==> src/rtl/boot_supervisor_pkg.sv <==
// Shared types for the autoboot supervisor.
// Assumes a 3-bit fault code space; values 6 and 7 are passed through unchanged.
package boot_supervisor_pkg;

    typedef enum logic [2:0] {
        BS_COUNTDOWN = 3'd0,
        BS_LOADING   = 3'd1,
        BS_CONSOLE   = 3'd2,
        BS_RUNNING   = 3'd3,
        BS_FAULT     = 3'd4
    } bs_state_t;

    typedef enum logic [2:0] {
        FC_SIGNATURE = 3'd0,
        FC_TOO_LARGE = 3'd1,
        FC_CHECKSUM  = 3'd2,
        FC_NO_FLASH  = 3'd3,
        FC_READ_ONLY = 3'd4,
        FC_SYSTEM    = 3'd5
    } fault_code_t;

endpackage

==> src/rtl/bs_cycle_div.sv <==
// Enabled cycle divider: raises hit on every LIMIT-th enabled cycle.
// Assumes LIMIT >= 1; the count holds while en is low.
module bs_cycle_div #(
    parameter longint unsigned LIMIT = 4,
    parameter int W = (LIMIT > 1) ? $clog2(LIMIT) : 1
) (
    input  logic clk,
    input  logic rst_n,
    input  logic en,
    output logic hit
);
    logic [W-1:0] cnt;

    // Terminal count reached in an enabled cycle.
    assign hit = en && (cnt == W'(LIMIT - 1));

    // Advance the count and wrap on the terminal value.
    always_ff @(posedge clk) begin
        if (!rst_n) begin
            cnt <= '0;
        end else if (en) begin
            if (hit) cnt <= '0;
            else     cnt <= cnt + 1'b1;
        end
    end
endmodule

==> src/rtl/bs_led_drive.sv <==
// Status LED driver: lit after reset, inverts on toggle, forced on by force_on.
// Assumes force_on takes priority over toggle in the same cycle.
module bs_led_drive (
    input  logic clk,
    input  logic rst_n,
    input  logic toggle,
    input  logic force_on,
    output logic led
);
    // LED state register.
    always_ff @(posedge clk) begin
        if (!rst_n)        led <= 1'b1;
        else if (force_on) led <= 1'b1;
        else if (toggle)   led <= ~led;
    end
endmodule

==> src/rtl/bs_fault_latch.sv <==
// Captures the first fault code and holds it until reset.
// Assumes set is a single-cycle strobe; later strobes are ignored.
module bs_fault_latch (
    input  logic       clk,
    input  logic       rst_n,
    input  logic       set,
    input  logic [2:0] code_in,
    output logic       valid,
    output logic [2:0] code
);
    // First-fault capture register.
    always_ff @(posedge clk) begin
        if (!rst_n) begin
            valid <= 1'b0;
            code  <= 3'd0;
        end else if (set && !valid) begin
            valid <= 1'b1;
            code  <= code_in;
        end
    end
endmodule

==> src/rtl/bs_boot_fsm.sv <==
// Boot sequencing state machine.
// Assumes tmo_hit is asserted only while counting down. A byte strobe beats
// the timeout on the same edge. A loader error beats a loader success.
module bs_boot_fsm
    import boot_supervisor_pkg::*;
#(
    parameter int SIZE_W = 32
) (
    input  logic              clk,
    input  logic              rst_n,
    input  logic              tmo_hit,
    input  logic              rx_valid,
    input  logic              load_ok,
    input  logic [SIZE_W-1:0] load_size,
    input  logic              load_err,
    input  logic [2:0]        load_err_code,
    input  logic              sys_fault,
    output logic              counting,
    output logic              blinking,
    output logic              frozen,
    output logic              console_idle,
    output logic              load_req,
    output logic              launch,
    output logic              fault_set,
    output logic [2:0]        fault_code
);
    bs_state_t state, state_nxt;
    logic      load_req_nxt, launch_nxt;

    // Decoded state flags for the surrounding datapath.
    assign counting     = (state == BS_COUNTDOWN);
    assign blinking     = (state == BS_COUNTDOWN) || (state == BS_LOADING) || (state == BS_CONSOLE);
    assign frozen       = (state == BS_FAULT);
    assign console_idle = (state == BS_CONSOLE);

    // Next-state and strobe decode.
    always_comb begin
        state_nxt    = state;
        load_req_nxt = 1'b0;
        launch_nxt   = 1'b0;
        fault_set    = 1'b0;
        fault_code   = 3'd0;
        if (blinking && sys_fault) begin
            fault_set  = 1'b1;
            fault_code = FC_SYSTEM;
            state_nxt  = BS_FAULT;
        end else begin
            case (state)
                BS_COUNTDOWN: begin
                    if (rx_valid) begin
                        state_nxt = BS_CONSOLE;
                    end else if (tmo_hit) begin
                        state_nxt    = BS_LOADING;
                        load_req_nxt = 1'b1;
                    end
                end
                BS_LOADING: begin
                    if (load_err) begin
                        fault_set  = 1'b1;
                        fault_code = load_err_code;
                        state_nxt  = BS_FAULT;
                    end else if (load_ok) begin
                        if (load_size != '0) begin
                            launch_nxt = 1'b1;
                            state_nxt  = BS_RUNNING;
                        end else begin
                            state_nxt  = BS_CONSOLE;
                        end
                    end
                end
                default: state_nxt = state;
            endcase
        end
    end

    // State and output strobe registers.
    always_ff @(posedge clk) begin
        if (!rst_n) begin
            state    <= BS_COUNTDOWN;
            load_req <= 1'b0;
            launch   <= 1'b0;
        end else begin
            state    <= state_nxt;
            load_req <= load_req_nxt;
            launch   <= launch_nxt;
        end
    end
endmodule

==> src/rtl/boot_supervisor.sv <==
// Autoboot supervisor top: countdown, blink timer, LED, sequencing FSM, fault latch.
// Assumes CLK_HZ is divisible by BLINK_DIV and that all inputs are synchronous.
module boot_supervisor #(
    parameter longint unsigned CLK_HZ    = 100_000_000,
    parameter longint unsigned TIMEOUT_S = 8,
    parameter longint unsigned BLINK_DIV = 4,
    parameter int              SIZE_W    = 32
) (
    input  logic              clk,
    input  logic              rst_n,
    input  logic              rx_valid,
    input  logic              load_ok,
    input  logic [SIZE_W-1:0] load_size,
    input  logic              load_err,
    input  logic [2:0]        load_err_code,
    input  logic              sys_fault,
    output logic              led,
    output logic              load_req,
    output logic              launch,
    output logic              console_idle,
    output logic              err_valid,
    output logic [2:0]        err_code
);
    localparam longint unsigned TMO_CYC   = CLK_HZ * TIMEOUT_S;
    localparam longint unsigned BLINK_CYC = CLK_HZ / BLINK_DIV;

    logic counting, blinking, frozen, tmo_hit, blink_hit, fault_set;
    logic [2:0] fault_code;

    bs_cycle_div #(.LIMIT(TMO_CYC)) u_tmo (
        .clk(clk), .rst_n(rst_n), .en(counting), .hit(tmo_hit)
    );

    bs_cycle_div #(.LIMIT(BLINK_CYC)) u_blink (
        .clk(clk), .rst_n(rst_n), .en(blinking), .hit(blink_hit)
    );

    bs_boot_fsm #(.SIZE_W(SIZE_W)) u_fsm (
        .clk(clk), .rst_n(rst_n), .tmo_hit(tmo_hit), .rx_valid(rx_valid),
        .load_ok(load_ok), .load_size(load_size), .load_err(load_err),
        .load_err_code(load_err_code), .sys_fault(sys_fault),
        .counting(counting), .blinking(blinking), .frozen(frozen),
        .console_idle(console_idle), .load_req(load_req), .launch(launch),
        .fault_set(fault_set), .fault_code(fault_code)
    );

    bs_led_drive u_led (
        .clk(clk), .rst_n(rst_n), .toggle(blink_hit),
        .force_on(frozen | fault_set), .led(led)
    );

    bs_fault_latch u_err (
        .clk(clk), .rst_n(rst_n), .set(fault_set), .code_in(fault_code),
        .valid(err_valid), .code(err_code)
    );
endmodule

==> config.mk <==
export PLATFORM = sky130hd
export DESIGN_NAME = boot_supervisor
export DESIGN_NICKNAME = d
export VERILOG_FILES = /design/src/rtl/boot_supervisor_pkg.sv /design/src/rtl/bs_cycle_div.sv /design/src/rtl/bs_led_drive.sv /design/src/rtl/bs_fault_latch.sv /design/src/rtl/bs_boot_fsm.sv /design/src/rtl/boot_supervisor.sv
export SDC_FILE = /design/constraint.sdc
export NUM_CORES = 1
export LEC_CHECK = 0
export BUFFER_PORTS_ARGS = -buffer_cell sky130_fd_sc_hd__buf_2
export CAP_MARGIN = 30
export CORE_UTILIZATION = 25
export DETAILED_ROUTE_END_ITERATION = 8
export HOLD_SLACK_MARGIN = 0.1
export PLACE_DENSITY = 0.39
export SLEW_MARGIN = 5
export SYNTH_ARGS = -nofsm -noshare
export SYNTH_HDL_FRONTEND = slang
export SYNTH_SLANG_ARGS = --single-unit
==> constraint.sdc <==
create_clock -name clk -period 5.5 [get_ports clk]
set_input_delay 0.825 -clock clk [delete_from_list [all_inputs] [get_ports clk]]
set_output_delay 0.825 -clock clk [all_outputs]
set_load 0.03 [all_outputs]
==> metrics.cfg <==
[placed_design]
gp_congestion=0.759
placed_area_sq_um=3530
port_buffers=48
placed_cells=569
dp_hpwl_mm=4.95

[yosys]
yosys.area_share.simple_pct=34.8
synth-async-reset-ratio_pct=0
synth-seq-cells=65
yosysTopAreaCell=dfxtp_1
ys.flop_type=dfxtp_1
avgSynthCellArea_sq_um=8.65
synth_top_family_by_area=simple AND/OR/NAND/NOR gates
synthAdderAreaFrac_pct=0.796
synth-seq-area-share_pct=41.4
muxShareOfSynthArea_pct=0.319
syn_inst=363
ys_types=45
ys_warn_count=0
ys_top_cells_by_area=dfxtp_1 41%, nor2_1 7.3%, xnor2_1 7.2%
synth_fp_nets=406
synth_compound_area_share_pct=5.93
synth_edf_count=0
syn_area_sq_um=3140
yosysTopAreaCellShare_pct=41.4
synth_xor_area_share_pct=13.7

[die]
rows=40
start_util_pct=25.9
die_w_microns=114
boundaryPins=49
die_area_sq_um=13000
coreArea_sq_um=12100
fp.dieH_microns=114

[worst_hold_path]
min_path_type=reg -> reg
hp-start=u_tmo.cnt[26]$_SDFFE_PN0N_

[grt]
grt_max_degree=30
grt_pass1_wl_mm=11.7
grtUsageTotal_pct=11.5
grt.overflow.total=0
antenna_found_initial=0
grt_pass1_vias=2540

[sta]
hold_ws_ps=504
rsz0062_at_grt=no
timing_max_transition_violations_final=0
maxClockFrequency_mhz=435
skew_ps=7.22
worst_pin_slew_ps=812
tns_ps=0
setup_viol=0
period_minus_slack_ps=2300
max_slew_margin_pct=45.8
hold_viol_final=0
post-route-period-util_pct=41.8

[route]
detail_route.wl_per_cell_microns=12.0
drtAntennaViolNets=0
drc=0
dr.pass1.iters=4
wl_mm=6.98
viasPerCell=4.58
first_iter_violations=145
vias=2676

[cts]
numCtsBuffers=9
cts_root_buf=clkbuf_16
postCtsResizedCells=0
cts_sinks=65
h-tree-depth=3
cts_setup_buffers=0
clk_pin_slew_worst_paths_ps=50
cts_tree=yes
cts_buffer_depth=2
clock_latency_ps=320
ctsHoldBuffers=0

[cells_and_area]
final_cell_mix=65 x dfxtp_1, 61 x nor2_1, 48 x buf_2, 26 x xnor2_1, 25 x nand2_1
stdcell_count=584
layout-drive-gt1-share_pct=18.8
design_area_sq_um=3830
fillCellCount=1330
final_util_pct=31.6
syn_to_final_growth_pct=21.9
multi_input_area_sq_um=1750
layout.area.seq_sq_um=1300
num_antenna_cells=0
nets=455
final_common_cell=dfxtp_1

[worst_setup_path]
worstSetupStartpoint=u_fsm.state[0]$_SDFFE_PP0P_
critPathMaxFanout=22
worstPathRequired_ps=5680
crit_type=reg -> reg
end_kind=flop
cp.arrival_ps=2480
worstReg2RegStart=u_fsm.state[0]$_SDFFE_PP0P_
startpoint_type=flop

[power_and_ir_drop]
peakVddDrop_uv=110
power.density_nw_per_um2=295
p_leak_nw=1.33

[outcome]
status=finished, final reports clean

[job]
max_cap_violations=0

[flip-flops by register name, summed over array words and instances (netlist names)]
name and count:
u_fsm.launch 1, u_led.led 1, u_err.valid 1, u_fsm.load_req 1, u_fsm.state 3, u_tmo.cnt 30, u_blink.cnt 25, u_err.code 3
[kinds of logic after synthesis]
family / count (synthesis)
adder cells (fa/ha/maj): 2
flip-flops: 65
buffers and inverters: 18
multiplexers: 1
AO/OA/AOI/OAI: 29
XOR/XNOR: 49
AND/OR/NAND/NOR: 199
[power by group]
group / internal, W / switching (W) / leakage (nW) / total (W)
combinational: 0.0000281 / 0.0000407 / 0.658 / 0.0000689
clock: 0.000371 / 0.000198 / 0.148 / 0.000570
sequential: 0.000480 / 0.0000113 / 0.526 / 0.000491
[area by class of cell]
cell class                      count  area share [%]
Multi-Input combinational cell    280            45.6
Inverter                            7           0.686
Tap cell                          168            5.49
Clock buffer                       12            6.70
Clock inverter                      3            1.05
Timing Repair Buffer               49            6.47
Sequential cell                    65            34.0
[metrics by stage]
step,setup slack (ps),total power (W)
final,3200,0.00113
after global routing,2950,0.00118
after CTS,3180,0.00115
after detailed placement,3180,0.000572
after global placement,3280,0.000571
after floorplan,3450,0.000546
[routing by layer]
metal  GRT usage, %  up-vias  share of wire (%)
met5              0        -                  0
met4           5.54        0                1.4
met3           3.12        9                3.6
met2           17.3       56                 43
met1           15.2     1226                 52
li1               -     1385                  -
[worst max-delay path: stages, from the launching register on]
cell     delay (ps)
dfxtp_1         430
a21oi_2         400
nand3_1         210
or3_1           370
nand2_1         620
nor2_1          120
[synth_stat cells, types with 2 or more instances]
library cell	n
inv_1	7
buf_6	3
nor4b_1	2
nor2_1	61
clkbuf_1	3
o221a_2	2
ha_1	2
nand4_1	21
nor4_2	6
a21oi_1	12
xnor2_1	26
nor4_1	12
or3_1	6
nand3_1	24
and3_1	8
and2_1	3
nor2b_1	2
and4_1	4
dfxtp_1	65
o21ai_0	4
a21boi_0	4
buf_2	5
nand2_1	25
xor2_1	23
nor3_1	13
[path summary, 6_finish.rpt]
check                                 endpoint  cells after the start  slack, ps
hold / removal      u_tmo.cnt[26]$_SDFFE_PN0N_                      2        500
setup / recovery  u_blink.cnt[21]$_SDFFE_PN0N_                      5       3200
hold reg to reg     u_tmo.cnt[26]$_SDFFE_PN0N_                      2        500
setup reg to reg  u_blink.cnt[21]$_SDFFE_PN0N_                      5       3200
(Power assumes the default switching activity.)
